**config.mk**
```make
export PLATFORM = sky130hd
export DESIGN_NAME = staggered_cfg_seq
export DESIGN_NICKNAME = d
export VERILOG_FILES = /design/src/rtl/stg_pkg.sv /design/src/rtl/stg_slot_ctr.sv /design/src/rtl/stg_first_map.sv /design/src/rtl/stg_second_map.sv /design/src/rtl/staggered_cfg_seq.sv
export SDC_FILE = /design/constraint.sdc
export NUM_CORES = 1
export LEC_CHECK = 0
export BUFFER_PORTS_ARGS = -buffer_cell sky130_fd_sc_hd__buf_2
export CORE_MARGIN = 1.5
export CORE_UTILIZATION = 36
export DETAILED_ROUTE_END_ITERATION = 8
export PLACE_DENSITY_LB_ADDON = 0.25
export SLEW_MARGIN = 25
export SYNTH_ARGS = -nofsm -noshare
export SYNTH_HDL_FRONTEND = slang
export SYNTH_SLANG_ARGS = --single-unit
export TNS_END_PERCENT = 50
```
**constraint.sdc**
```tcl
create_clock -name clk -period 4.6 [get_ports clk]
set_input_delay 0.23 -clock clk [delete_from_list [all_inputs] [get_ports clk]]
set_output_delay 0.23 -clock clk [all_outputs]
set_load 0.02 [all_outputs]
```
**src/rtl/stg_pkg.sv**
```systemverilog
package stg_pkg;

  // (a + b) mod n for 0 <= a, b < n
  function automatic int mod_add(int a, int b, int n);
    int s;
    s = a + b;
    if (s >= n) s = s - n;
    return s;
  endfunction

  // (a - b) mod n for 0 <= a, b < n
  function automatic int mod_sub(int a, int b, int n);
    return (a >= b) ? (a - b) : (a + n - b);
  endfunction

endpackage

```
**src/rtl/stg_slot_ctr.sv**
```systemverilog
module stg_slot_ctr #(
  parameter int N = 8,
  parameter int W = 3
) (
  input  logic         clk,
  input  logic         rst_n,
  input  logic         en,
  input  logic         slot_tick,
  output logic [W-1:0] slot,
  output logic         slot_adv,
  output logic         slot_wrap
);

  localparam logic [W-1:0] LAST = W'(N - 1);

  assign slot_adv  = en & slot_tick;
  assign slot_wrap = slot_adv & (slot == LAST);

  always_ff @(posedge clk or negedge rst_n) begin
    if (!rst_n) begin
      slot <= '0;
    end else if (slot_adv) begin
      if (slot == LAST) slot <= '0;
      else              slot <= slot + W'(1);
    end
  end

endmodule

```
**src/rtl/stg_first_map.sv**
```systemverilog
module stg_first_map #(
  parameter int N = 8,
  parameter int W = 3
) (
  input  logic [W-1:0]   slot,
  output logic [N*W-1:0] in_to_mid,
  output logic [N*W-1:0] mid_from_in
);
  import stg_pkg::*;

  for (genvar p = 0; p < N; p++) begin : g_port
    // input p -> middle (p + t)
    assign in_to_mid[p*W +: W]   = W'(mod_add(p, int'(slot), N));
    // middle p <- input (p - t)
    assign mid_from_in[p*W +: W] = W'(mod_sub(p, int'(slot), N));
  end

endmodule

```
**src/rtl/stg_second_map.sv**
```systemverilog
module stg_second_map #(
  parameter int N = 8,
  parameter int W = 3
) (
  input  logic [W-1:0]   slot,
  output logic [N*W-1:0] mid_to_out,
  output logic [N*W-1:0] out_from_mid
);
  import stg_pkg::*;

  // t+1 mod N, shared by all lanes
  logic [W-1:0] slot_nx;
  assign slot_nx = W'(mod_add(int'(slot), 1, N));

  for (genvar p = 0; p < N; p++) begin : g_port
    // middle p -> output (p - t - 1)
    assign mid_to_out[p*W +: W]   = W'(mod_sub(p, int'(slot_nx), N));
    // output p <- middle (p + t + 1)
    assign out_from_mid[p*W +: W] = W'(mod_add(p, int'(slot_nx), N));
  end

endmodule

```
**src/rtl/staggered_cfg_seq.sv**
```systemverilog
module staggered_cfg_seq #(
  parameter int N = 8
) (
  input  logic                                 clk,
  input  logic                                 rst_n,
  input  logic                                 en,
  input  logic                                 slot_tick,
  output logic [((N > 1) ? $clog2(N) : 1)-1:0] slot,
  output logic [N*((N > 1) ? $clog2(N) : 1)-1:0] in_to_mid,
  output logic [N*((N > 1) ? $clog2(N) : 1)-1:0] mid_from_in,
  output logic [N*((N > 1) ? $clog2(N) : 1)-1:0] mid_to_out,
  output logic [N*((N > 1) ? $clog2(N) : 1)-1:0] out_from_mid
);

  localparam int W = (N > 1) ? $clog2(N) : 1;

  // named events for the checker
  logic slot_adv;
  logic slot_wrap;

  stg_slot_ctr #(.N(N), .W(W)) u_ctr (
    .clk       (clk),
    .rst_n     (rst_n),
    .en        (en),
    .slot_tick (slot_tick),
    .slot      (slot),
    .slot_adv  (slot_adv),
    .slot_wrap (slot_wrap)
  );

  stg_first_map #(.N(N), .W(W)) u_fab1 (
    .slot        (slot),
    .in_to_mid   (in_to_mid),
    .mid_from_in (mid_from_in)
  );

  stg_second_map #(.N(N), .W(W)) u_fab2 (
    .slot         (slot),
    .mid_to_out   (mid_to_out),
    .out_from_mid (out_from_mid)
  );

endmodule

```
# Word-level counts from Yosys, hierarchy flattened
# Cells that the tools add are included.
[totals]
register_bits = 3
input_bits = 4
[classes]
add_sub_neg = 61
n_lt_le_gt_ge = 30
eq_ne = 1
mux = 31
n_bitwise = 1
[op_table]
columns = ["cell", "count"]
rows = [
  ["$mux W3", 31],
  ["$ge A4 B4 Y1 const B", 14],
  ["$sub A3 B1 Y3 const B", 16],
  ["$sub A3 B3 Y3 const A", 14],
  ["$add A3 B3 Y4 const A", 8],
  ["$sub A1 B3 Y3 const A", 8],
  ["$sub A2 B3 Y3 const A", 8],
  ["$ge A3 B3 Y1 const A", 6],
  ["$add A2 B3 Y4 const A", 4],
  ["$ge A1 B3 Y1 const A", 4],
  ["$ge A2 B3 Y1 const A", 4],
  ["$add A1 B3 Y4 const A", 2],
  ["$ge A3 B4 Y1 const B", 2],
  ["$add A3 B1 Y3 const B", 1],
  ["$eq A3 B3 Y1 const B", 1],
  ["$and A1 B1 Y1", 1],
]

# Longest topological paths before layout
[depth]
depth_word = 6
mapped_depth = 5
ltp_nobuf = 4

# By module
# Synthesis repeated with hierarchy kept, for this count alone.
[hier_totals]
hier_cells = 113
area_unflattened_um2 = 992.2
[modules_own_cells]
columns = ["module", "instances", "cells_each", "area_each_um2"]
rows = [
  ["stg_second_map", 1, 51, 444.2],
  ["stg_first_map", 1, 50, 381.6],
  ["stg_slot_ctr", 1, 12, 166.4],
]

# Worst setup path after synthesis
# No wires, ideal clock.
[synth_path]
kind = "reg-to-output"
from = "register u_ctr.slot[0]"
to = "output mid_to_out[13] in the netlist's numbering"
arrival_time_ns = 2.651
required_ns = 4.370
path_slack_ns = 1.719
path_stages_with_launch = 5
path_buffers = 1
cell_sequence = "dfrtp_1 inv_1 ha_1 xnor2_1 buf_4"
[synth_between]
elab_chain_cells = 5
[synth_rtl]
columns = ["element", "line_no", "text"]
rows = [
  ["start: declaration", "stg_slot_ctr.sv:9", "output logic [W-1:0] slot,"],
  ["start signal: assignment", "stg_slot_ctr.sv:24", "else slot <= slot + W'(1);"],
  ["$add A1 B3 Y4 (*)", "n/a", ""],
  ["$ge A4 B4 Y1 or $sub A3 B1 Y3 (tied branches)", "n/a", ""],
  ["$mux W3 (*)", "n/a", ""],
  ["via in_to_mid (one bit)", "staggered_cfg_seq.sv:9", "output logic [N*((N > 1) ? $clog2(N) : 1)-1:0] in_to_mid,"],
  ["$sub A3 B3 Y3 or $ge A3 B3 Y1 (tied branches)", "stg_pkg.sv:13", "return (a >= b) ? (a - b) : (a + n - b);"],
  ["$mux W3 (*)", "stg_pkg.sv:13", ""],
  ["end: declaration", "staggered_cfg_seq.sv:11", "output logic [N*((N > 1) ? $clog2(N) : 1)-1:0] mid_to_out,"],
]
# Mark *: on every way through the listed nets, which the timed path passes. The rest lies on a longest branch.

# Worst setup path in the final report
[layout_path]
from = "register u_ctr.slot[0]"
to = "output mid_to_out[1] in the netlist's numbering"
[layout_between]
elab_chain_cells = 5
[layout_rtl]
columns = ["element", "line_no", "text"]
rows = [
  ["$add A1 B3 Y4 (*)", "stg_pkg.sv:6", "s = a + b;"],
  ["$ge A4 B4 Y1 or $sub A3 B1 Y3 (tied branches)", "stg_pkg.sv:7", "if (s >= n) s = s - n;"],
  ["$mux W3 (*)", "stg_pkg.sv:7", ""],
  ["$sub A1 B3 Y3 or $ge A1 B3 Y1 (tied branches)", "stg_pkg.sv:13", ""],
  ["$mux W3 (*)", "stg_pkg.sv:13", ""],
]
# Every way passes the cells marked *; elsewhere a longest branch is shown, timed or not.

==> flow_summary.json <==
{
  "status": "finished clean",
  "gp_congestion": 0.616,
  "postRouteAntennaNets": 0,
  "crit_fanout": 22,
  "clockBufferDepth": 2,
  "tns_ns": 0,
  "fin_crit_sh": 0.543,
  "via_per_inst": 3.79,
  "reg.largest.list": "u_ctr.slot x3",
  "post-cts-setup-buffers": 0,
  "synthCells": 108,
  "clk_latency_ns": 0.23,
  "die_h_um": 52.3,
  "tightest_slew_ns": 0.494,
  "met2_length_um": 742,
  "placementRows": 17,
  "ys_warn_count": 0,
  "io_buffer_count": 102,
  "drt-met1-wl_um": 551,
  "rsz0062_at_grt": "no",
  "placed_area_um2": 843,
  "remaining_drc_errors": 0,
  "numCtsBuffers": 3,
  "synth_cell_types": 12,
  "cts-resized-gates": 0,
  "regMostFlops": "u_ctr.slot",
  "grtUsageTotal": 0.0924,
  "synth-seq-cells": 3,
  "critPathLaunchType": "flip-flop",
  "grt_max_degree": 23,
  "syn_nets": 117,
  "clock.fmax_ghz": 0.400,
  "drv_cap": 0,
  "dp_cells": 161,
  "path_clk_slew_ns": 0.04,
  "crit_chain": "inv_1 -> ha_1 -> xnor2_1 -> buf_2",
  "fin_crit_ns": 2.50,
  "routed_wl_mm": 1.48,
  "num_antenna_cells": 0,
  "required_ns": 4.37,
  "hold_buffers": 1,
  "drt_iter0_drc": 3,
  "core_area_um2": 2250,
  "fin_skew_ns": 0.000552,
  "final_max_slew_viol_count": 0,
  "endpoint_kind": "primary output",
  "die_area_um2": 2740,
  "fp.dieW_um": 52.3,
  "clock_sinks": 3,
  "finalSetupViolations": 0,
  "firstDrtPassIters": 4,
  "wl_per_cell_um": 8.90,
  "fin_area_um2": 880,
  "num-nets-final": 148,
  "ioPinCount": 103,
  "yosysTopAreaCellShare": 0.660,
  "top_layer": "met3",
  "syn_avg_cell_area_um2": 8.11,
  "synth_area_leaders": "buf_4 66%, dfrtp_1 8.6%, ha_1 7.1%",
  "largest_reg_flops": 3,
  "seq_area_frac_synth": 0.0857,
  "hold_viol_final": 0,
  "grt_pass1_vias": 396,
  "cts_tree": "done",
  "num_vias": 629,
  "path_class": "flip-flop to primary output",
  "critPathTopFamily": "flip-flops",
  "maxSlewHeadroom": 0.671,
  "reg2reg_setup_slack_ns": 2.74,
  "min_path_type": "input port to flip-flop",
  "dp_hpwl_mm": 1.19,
  "drive_above_1_share": 0.790,
  "grt.overflow.total": 0,
  "antenna_found_initial": 0,
  "grt_pass1_wl_mm": 1.86,
  "htree_levels": 1,
  "critPathArrivalTime_ns": 2.27,
  "clockRootBuffer": "clkbuf_4",
  "synthesis.area_um2": 876,
  "instances_no_fill": 166,
  "initial_utilization": 0.388,
  "slowest_stage": "dfrtp_1",
  "routed-wl-met3_um": 184,
  "crit_buf_inv": 2,
  "worst_hold_slack_ns": 0.308,
  "yosysTopAreaCell": "buf_4",
  "area_delta_synth_final_pct": 0.429,
  "critical_path.max_stage_delay_ns": 0.64
}
[metrics by stage]
| step | util | worst slack (ns) |
|---|---|---|
| finish | 0.390 | 2.10 |
| global route | 0.390 | 1.79 |
| CTS | 0.390 | 2.01 |
| detailed placement | 0.374 | 2.27 |
| global placement | 0.374 | 2.41 |
| floorplan | - | 1.72 |
[final timing paths]
check,start,end,depth (start not counted)
worst min-delay path,slot_tick,u_ctr.slot[1],3
max in group asynchronous,rst_n,u_ctr.slot[1],2
min in group asynchronous,rst_n,u_ctr.slot[2],2
worst min register to register,u_ctr.slot[2],u_ctr.slot[2],1
worst max-delay path,u_ctr.slot[0],mid_to_out[1],4
worst max register to register,u_ctr.slot[0],u_ctr.slot[1],4
[cell families after synthesis]
kind of cell / count (synthesis) / share of synthesized area
xor gates and xnor gates: 9 / 0.0900
buffers and inverters: 84 / 0.690
adders and majority gates: 5 / 0.0714
muxes: 3 / 0.0371
and+or+nand+nor: 4 / 0.0257
DFF: 3 / 0.0857
[synth_stat cells]
cell,number
buf_4,77
inv_1,7
ha_1,5
xor2_1,5
xnor2_1,4
dfrtp_1,3
mux2_2,2
mux2i_1,1
nand2_2,1
nand2b_1,1
nor2_1,1
or2_2,1
[per-layer routing]
layer | track usage | vias to the layer above
met5 | 0 | -
met4 | 0.0513 | 0
met3 | 0.0171 | 0
met2 | 0.163 | 56
met1 | 0.103 | 266
li1 | - | 307
[placed cells by master (no fill, tap or decap)]
cell             n
ha_1             5
xor2_1           5
or2_2            1
mux2_2           2
nand2b_1         1
clkbuf_4         3
nand2_2          1
nor2_1           1
dlygate4sd3_1    1
xnor2_1          4
clkbuf_1         1
inv_1            7
dfrtp_1          3
mux2i_1          1
buf_2          102
[layout make-up]
class,count,area [um2]
repair buffers,103,520
multi-input cells,21,196
inverters,7,26.3
flip-flops and latches,3,75.1
well taps,28,35.0
clock buffers,4,26.3
fillers,251,1380
[worst register-to-register path, stage by stage (launching register included)]
cell	delay (ns)
dfrtp_1	0.64
inv_1	0.32
ha_1	0.61
nand2b_1	0.10
mux2i_1	0.12
Power is not shown: default switching activity piles up to over one toggle a cycle in this logic, so the estimate is an artifact.
